## src/rtl/bridge_window_decoder.sv

```systemverilog
module bridge_window_decoder #(
  parameter int AW  = 32,
  parameter int WPK = 2,
  localparam int SELW = $clog2(1 + 6 * WPK)
) (
  input  logic            clk,
  input  logic            rst_n,
  input  logic            cfg_we,
  input  logic [SELW-1:0] cfg_sel,
  input  logic [AW-1:0]   cfg_wdata,
  input  logic            req_valid,
  input  logic [AW-1:0]   req_addr,
  input  logic            req_is_mem,
  input  logic            req_from_sec,
  output logic            rsp_valid,
  output logic            rsp_claim,
  output logic            rsp_upstream
);
  localparam int NWIN = 3 * WPK;

  logic [2:0]    cmd_q;
  logic [AW-1:0] base_q [NWIN];
  logic [AW-1:0] lim_q  [NWIN];

  always_ff @(posedge clk) begin
    if (!rst_n) begin
      cmd_q <= '0;
      for (int w = 0; w < NWIN; w++) begin
        base_q[w] <= '1;
        lim_q[w]  <= '0;
      end
    end else if (cfg_we) begin
      if (cfg_sel == '0) cmd_q <= cfg_wdata[2:0];
      for (int w = 0; w < NWIN; w++) begin
        if (cfg_sel == SELW'(1 + 2 * w)) base_q[w] <= cfg_wdata;
        if (cfg_sel == SELW'(2 + 2 * w)) lim_q[w]  <= cfg_wdata;
      end
    end
  end

  logic          vld_q, mem_q, sec_q;
  logic [AW-1:0] addr_q;

  always_ff @(posedge clk) begin
    if (!rst_n) begin
      vld_q  <= 1'b0;
      mem_q  <= 1'b0;
      sec_q  <= 1'b0;
      addr_q <= '0;
    end else begin
      vld_q <= req_valid;
      if (req_valid) begin
        mem_q  <= req_is_mem;
        sec_q  <= req_from_sec;
        addr_q <= req_addr;
      end
    end
  end

  logic [NWIN-1:0] in_win;
  for (genvar w = 0; w < NWIN; w++) begin : g_win
    assign in_win[w] = (base_q[w] <= addr_q) && (addr_q <= lim_q[w]);
  end

  logic [NWIN-1:0] type_mask;
  assign type_mask = mem_q ? {{(2 * WPK){1'b1}}, {WPK{1'b0}}}
                           : {{(2 * WPK){1'b0}}, {WPK{1'b1}}};

  logic hit, allow, want;
  assign hit   = |(in_win & type_mask);
  assign allow = sec_q ? cmd_q[2] : (mem_q ? cmd_q[1] : cmd_q[0]);
  assign want  = sec_q ? ~hit : hit;

  assign rsp_valid    = vld_q;
  assign rsp_claim    = vld_q & allow & want;
  assign rsp_upstream = rsp_claim & sec_q;
endmodule


```

## config.mk

```make
export PLATFORM = sky130hd
export DESIGN_NAME = bridge_window_decoder
export DESIGN_NICKNAME = d
export VERILOG_FILES = /design/src/rtl/bridge_window_decoder.sv
export SDC_FILE = /design/constraint.sdc
export NUM_CORES = 1
export LEC_CHECK = 0
export ABC_AREA = 1
export BUFFER_PORTS_ARGS = -buffer_cell sky130_fd_sc_hd__buf_2
export CAP_MARGIN = 10
export CORE_MARGIN = 5
export CORE_UTILIZATION = 25
export CTS_CLUSTER_DIAMETER = 100
export DETAILED_ROUTE_END_ITERATION = 10
export PLACE_DENSITY_LB_ADDON = 0.05
export SLEW_MARGIN = 10
export SYNTH_ARGS = -nofsm -noshare
export SYNTH_HDL_FRONTEND = slang
export SYNTH_SLANG_ARGS = --single-unit
```

## constraint.sdc

```tcl
create_clock -name clk -period 5.62 [get_ports clk]
set_clock_uncertainty 0.2 [all_clocks]
set_input_delay 0.281 -clock clk [delete_from_list [all_inputs] [get_ports clk]]
set_output_delay 0.281 -clock clk [all_outputs]
set_load 0.05 [all_outputs]
```

[Word level (Yosys, flattened, before mapping)]
Memories as Yosys holds them, arrays and structs flattened.
Cells that the tools add are included.
Word-level totals
  flip-flop bits (word level): 38
  memories kept: 2
  output and inout bits: 3
  RAM bits: 384
Memory list
  base_q: depth 6, width 32, rd ports 6, clocked after Yosys merged registers in 0, write ports 6, line 22  | logic [AW-1:0] base_q [NWIN];
  lim_q: depth 6, width 32, rd ports 6, clocked after Yosys merged registers in 0, write ports 6, line 23  | logic [AW-1:0] lim_q [NWIN];
Operators by class
  reduce and logical (&&, ||, !) cells: 9
  mux-type cells: 65
  bitwise gates (word level): 17
  $lt $le $gt $ge: 12
  equality and inequality tests: 12
Operator list (count)
  less-or-equal comparator 32 bit: 12
  two-way mux 32 bit: 12
  two-way mux 1 bit: 52
  equality test 4 bit (second input constant): 5
  equality test 4 x 3 -> 1 bit (second input constant): 4
  bitwise OR 1 bit: 12
  equality test 4 x 2 -> 1 bit (second input constant): 2
  bitwise AND 6 bit: 1
  logical AND 1 bit: 6
  two-way mux 6 bit: 1
  OR reduction 6 bit: 1
  equality test 4 x 1 -> 1 bit (second input constant): 1
  logical NOT 4 bit: 1
  bitwise AND 1 bit: 3
  AND reduction 2 bit: 1
  NOT 1 bit: 1

[Longest topological paths before layout]
  depth after elaboration: 8
  gate-level depth with buffers: 21

[Worst setup path after synthesis]
No wires, ideal clock.
  kind: register -> output
  start point: register addr_q[31]
  end point: output rsp_upstream
  slack: 2.731 ns
  cell stages (with the launch flop): 15
  data required time: 5.139 ns
  path buffers: 0
  arrival time: 2.408 ns
  cell sequence: dfxtp_1 > inv_1 > ha_1 > nand2_2 > nor2_4 > nand4_2 > nor4_2 > nand2_1 > nand2_1 > nand2_2 > nand3_1 > nand2_1 > nor2_2 > nand2_1 > nor3_2
Between the ends
  word-level cells in the longest chain between the ends: 8
  elaborated cells between the ends (all ways): 24
RTL lines
  start, declared: line 42  | logic [AW-1:0] addr_q;
  start signal, assigned: line 55  | addr_q <= req_addr;
  less-or-equal comparator 32 bit: line 62  | assign in_win[w] = (base_q[w] <= addr_q) && (addr_q <= lim_q[w]);
  logical AND 1 bit: line 62
  bitwise AND 6 bit *: line 70  | assign hit = |(in_win & type_mask);
  OR reduction 6 bit *: line 70
  NOT 1 bit: line 72  | assign want = sec_q ? ~hit : hit;
  two-way mux 1 bit *: line 72
  bitwise AND 1 bit *: line 75  | assign rsp_claim = vld_q & allow & want;
  bitwise AND 1 bit *: line 76  | assign rsp_upstream = rsp_claim & sec_q;
  end, declared: line 17  | output logic rsp_upstream
Mark *: on every way between the ends. The rest lies on a longest branch, timed or not.

[Final worst setup path]
  start point: register addr_q[29]
  end point: output rsp_claim
Between the ends
  word-level cells in the longest chain between the ends: 7
  elaborated cells between the ends (all ways): 23
RTL lines
  less-or-equal comparator 32 bit: line 62
  logical AND 1 bit: line 62
  bitwise AND 6 bit *: line 70
  OR reduction 6 bit *: line 70
  NOT 1 bit: line 72
  two-way mux 1 bit *: line 72
  bitwise AND 1 bit *: line 75
  end, declared: line 16  | output logic rsp_claim,
Marks and branches as above.

==> out/summary.txt <==
Compound-Gate Fraction of Synth Area: 0.07245
Fmax: 212.5 MHz
Starting Density: 0.2527
Iter 0 DRT Violations: 881
CTS tree: yes
Synth Warn #: 0
R2R depth: 2
Critical Path Source Type: register
Setup ws final: 0.9144 ns
CP endpoint kind: primary output
Worst slew pin tran: 1.031 ns
GPL Wtd Cong: 0.8070
Synth cell count leaders: nand2_1, edfxtp_1, ha_1, inv_1, nor2_1
Cell taking the most area after synthesis: edfxtp_1
CP Class: register to primary output
Overall Power: 8.646 mW
Final Hold Fails: 0
Largest family of logic cells by synthesized area: adder cells
Remaining DRCs: 0
Global-route wire length before repair: 116,200 µm
Yosys top cell area share: 0.4712
Die Width: 322.9 µm
XOR/XNOR share of the synthesized area: 0
Hold Slack: 0.05118 ns
WP data arrival: 4.22 ns
Area delta synth->final: 16.88%
H-tree depth: 2
Antenna-violating nets left: 0
Outcome: finished clean
P_leak: 12.47 nW
Initial antenna violation count: 0
# setup viols final: 0
Post-synthesis mux area share: 0
Unrepaired setup endpoints after global routing: false
Drt total wl: 78,250 µm
Fin crit period: 4.706 ns
Number of setup buffers added after CTS: 0
Clock slew at reported path FFs: 0.06 ns
Nets: 3,120
Wire length per cell: 19.65 µm
Worst R2R End: addr_q[3]$_SDFFE_PN0P_
CTS buffer count: 53
GRT overflow: 0
Fin Setup TNS: 0 ns
Post_cts resized: 0
Router iterations before antenna repair: 7
Die Y: 322.9 µm
Final Max Tran Viols: 0
Post-synthesis net count: 3,010
Clock sink count: 422
Seq. cell area: 12,290 µm²
Syn Std Cell Area: 24,470 µm²
Adder-Cell Fraction of Synth Area: 0.1963
MaxCap Viol Count: 0
Hold Buf Count CTS: 39
Largest net degree at the start of global routing: 34
Post-synth EDFFs: 384
Worst r2r src: addr_q[3]$_SDFFE_PN0P_
IO Count: 77
Filler instances: 10,000
Worst EP required: 5.14 ns
Post-synthesis simple-gate area fraction: 0.1644
DP HPWL: 58,330 µm
Top-count cell post-synth: nand2_1
Root Driver: clkbuf_16
Worst min path class: primary input to register
Final Util: 0.2953
Vias in the first global route: 17,910
Cell Rows: 114
Hold path cells: 4
Port bufs: 76
Synthesis-stage register bit count: 422
Tcrit/Tclk final: 0.8373
Worst skew pair latency: 0.61 ns
Register area share after synthesis: 0.5023
Worst slack at placement: 1.501 ns
Worst Hold Launch: rst_n
Area of the multi-input gates: 10,650 µm²
R2r setup slk: 4.16 ns
Synth async-reset ratio: 0
Max FO, Critical Path: 7
Slew headroom: 0.3104
Post-Syn Instances: 2,552
Top post-synthesis cells by area: edfxtp_1, ha_1, nand2_1
Max clock buf depth: 3
Top_reg_cell synth: edfxtp_1
Fraction of layout cells with a size suffix above 1: 0.08389
Die area: 104,200 µm²
Vias per Instance: 4.393
Avg Cell Area, Syn: 9.588 µm²
Pwr Density: 302.3 nW/µm²
Synth unique cells: 32
Hold Path End: addr_q[12]$_SDFFE_PN0P_
Global Route Usage Sum: 0.1505
Core Area: 96,850 µm²
Worst ir drop on vdd: 222.3 µV
Vias: 17,500
[worst max-delay path by stage]
stage                   endpoint  slack (ns)                    start  cells after the start
finish                 rsp_claim        0.91  addr_q[29]$_SDFFE_PN0P_                     16
floorplan           rsp_upstream        2.73  addr_q[31]$_SDFFE_PN0P_                     14
CTS                 rsp_upstream        0.80  addr_q[30]$_SDFFE_PN0P_                     15
global placement    rsp_upstream        1.40  addr_q[30]$_SDFFE_PN0P_                     15
global route           rsp_claim        0.61  addr_q[29]$_SDFFE_PN0P_                     16
detailed placement  rsp_upstream        1.50  addr_q[30]$_SDFFE_PN0P_                     15
[final cells by class]
type                            count  area share
Antenna cell                        1  0.00008750
Clock buffer                       71     0.05232
Clock inverter                     28     0.01361
Inverter                          331     0.04344
Multi-Input combinational cell   1717      0.3722
Sequential cell                   422      0.4298
Tap cell                         1276     0.05582
Timing Repair Buffer              137     0.03272
[metrics by stage]
stage          std cells  instance area (µm²)
5_1_grt             3982                28600
6_report            3983                28600
3_5_place_dp        3844                26320
4_1_cts             3982                28600
2_1_floorplan       2552                24470
3_3_place_gp        3844                26320
[per-layer routing]
layer / up-vias / wire (µm) / global-route usage
met5: - / 0 / 0
met4: 0 / 1840 / 0.03648
met3: 86 / 2307 / 0.01946
met2: 230 / 35360 / 0.2447
met1: 8409 / 38750 / 0.2138
li1: 8771 / - / -
[cells in the final DEF (no fill, tap or decap), types with 4 or more instances in the layout]
cell type / n
nand3_1: 23
clkinv_1: 6
edfxtp_1: 384
clkbuf_8: 6
clkbuf_16: 55
o21a_1: 22
nor2_1: 298
a21o_1: 5
nand2_2: 16
inv_1: 329
nor2_2: 12
nand4_1: 29
clkbuf_1: 10
buf_2: 76
clkinv_2: 10
dfxtp_1: 38
o21bai_1: 7
bufinv_16: 10
nor3_2: 4
nand2_1: 594
dlygate4sd3_1: 39
nor3_1: 7
ha_1: 384
nor4_2: 5
o21ai_0: 79
a21oi_1: 221
buf_4: 22
[worst max-delay path, stage by stage, from the launching register on]
cell and delay [ns]:
dfxtp_1 0.56, inv_1 0.34, ha_1 0.40, a21oi_1 0.15, nor2_1 0.05, nor3b_1 0.50
nand2_1 0.21, nor2_1 0.32, nand2_1 0.09, nand2_1 0.08, nand3_1 0.08, nand2_1 0.09
nor2_2 0.05, nand3_2 0.05, nand2_1 0.07, nor2_2 0.24, buf_2 0.33
[state kept, by name (all words and copies together), names as in the netlist]
| register | count |
|---|---|
| addr_q | 32 |
| rsp_valid | 1 |
| lim_q | 192 |
| cmd_q | 3 |
| mem_q | 1 |
| base_q | 192 |
| sec_q | 1 |
[logic make-up after synthesis]
family	Yosys count
fa+ha+maj	384
buf+inv	413
compound gates	336
simple gates	997
flops	422
[power by group]
group,switching (mW),internal (mW)
clock network,1.45,2.32
registers,0.110,3.61
logic,0.766,0.390
No activity file was read; power rests on OpenSTA's default activity.
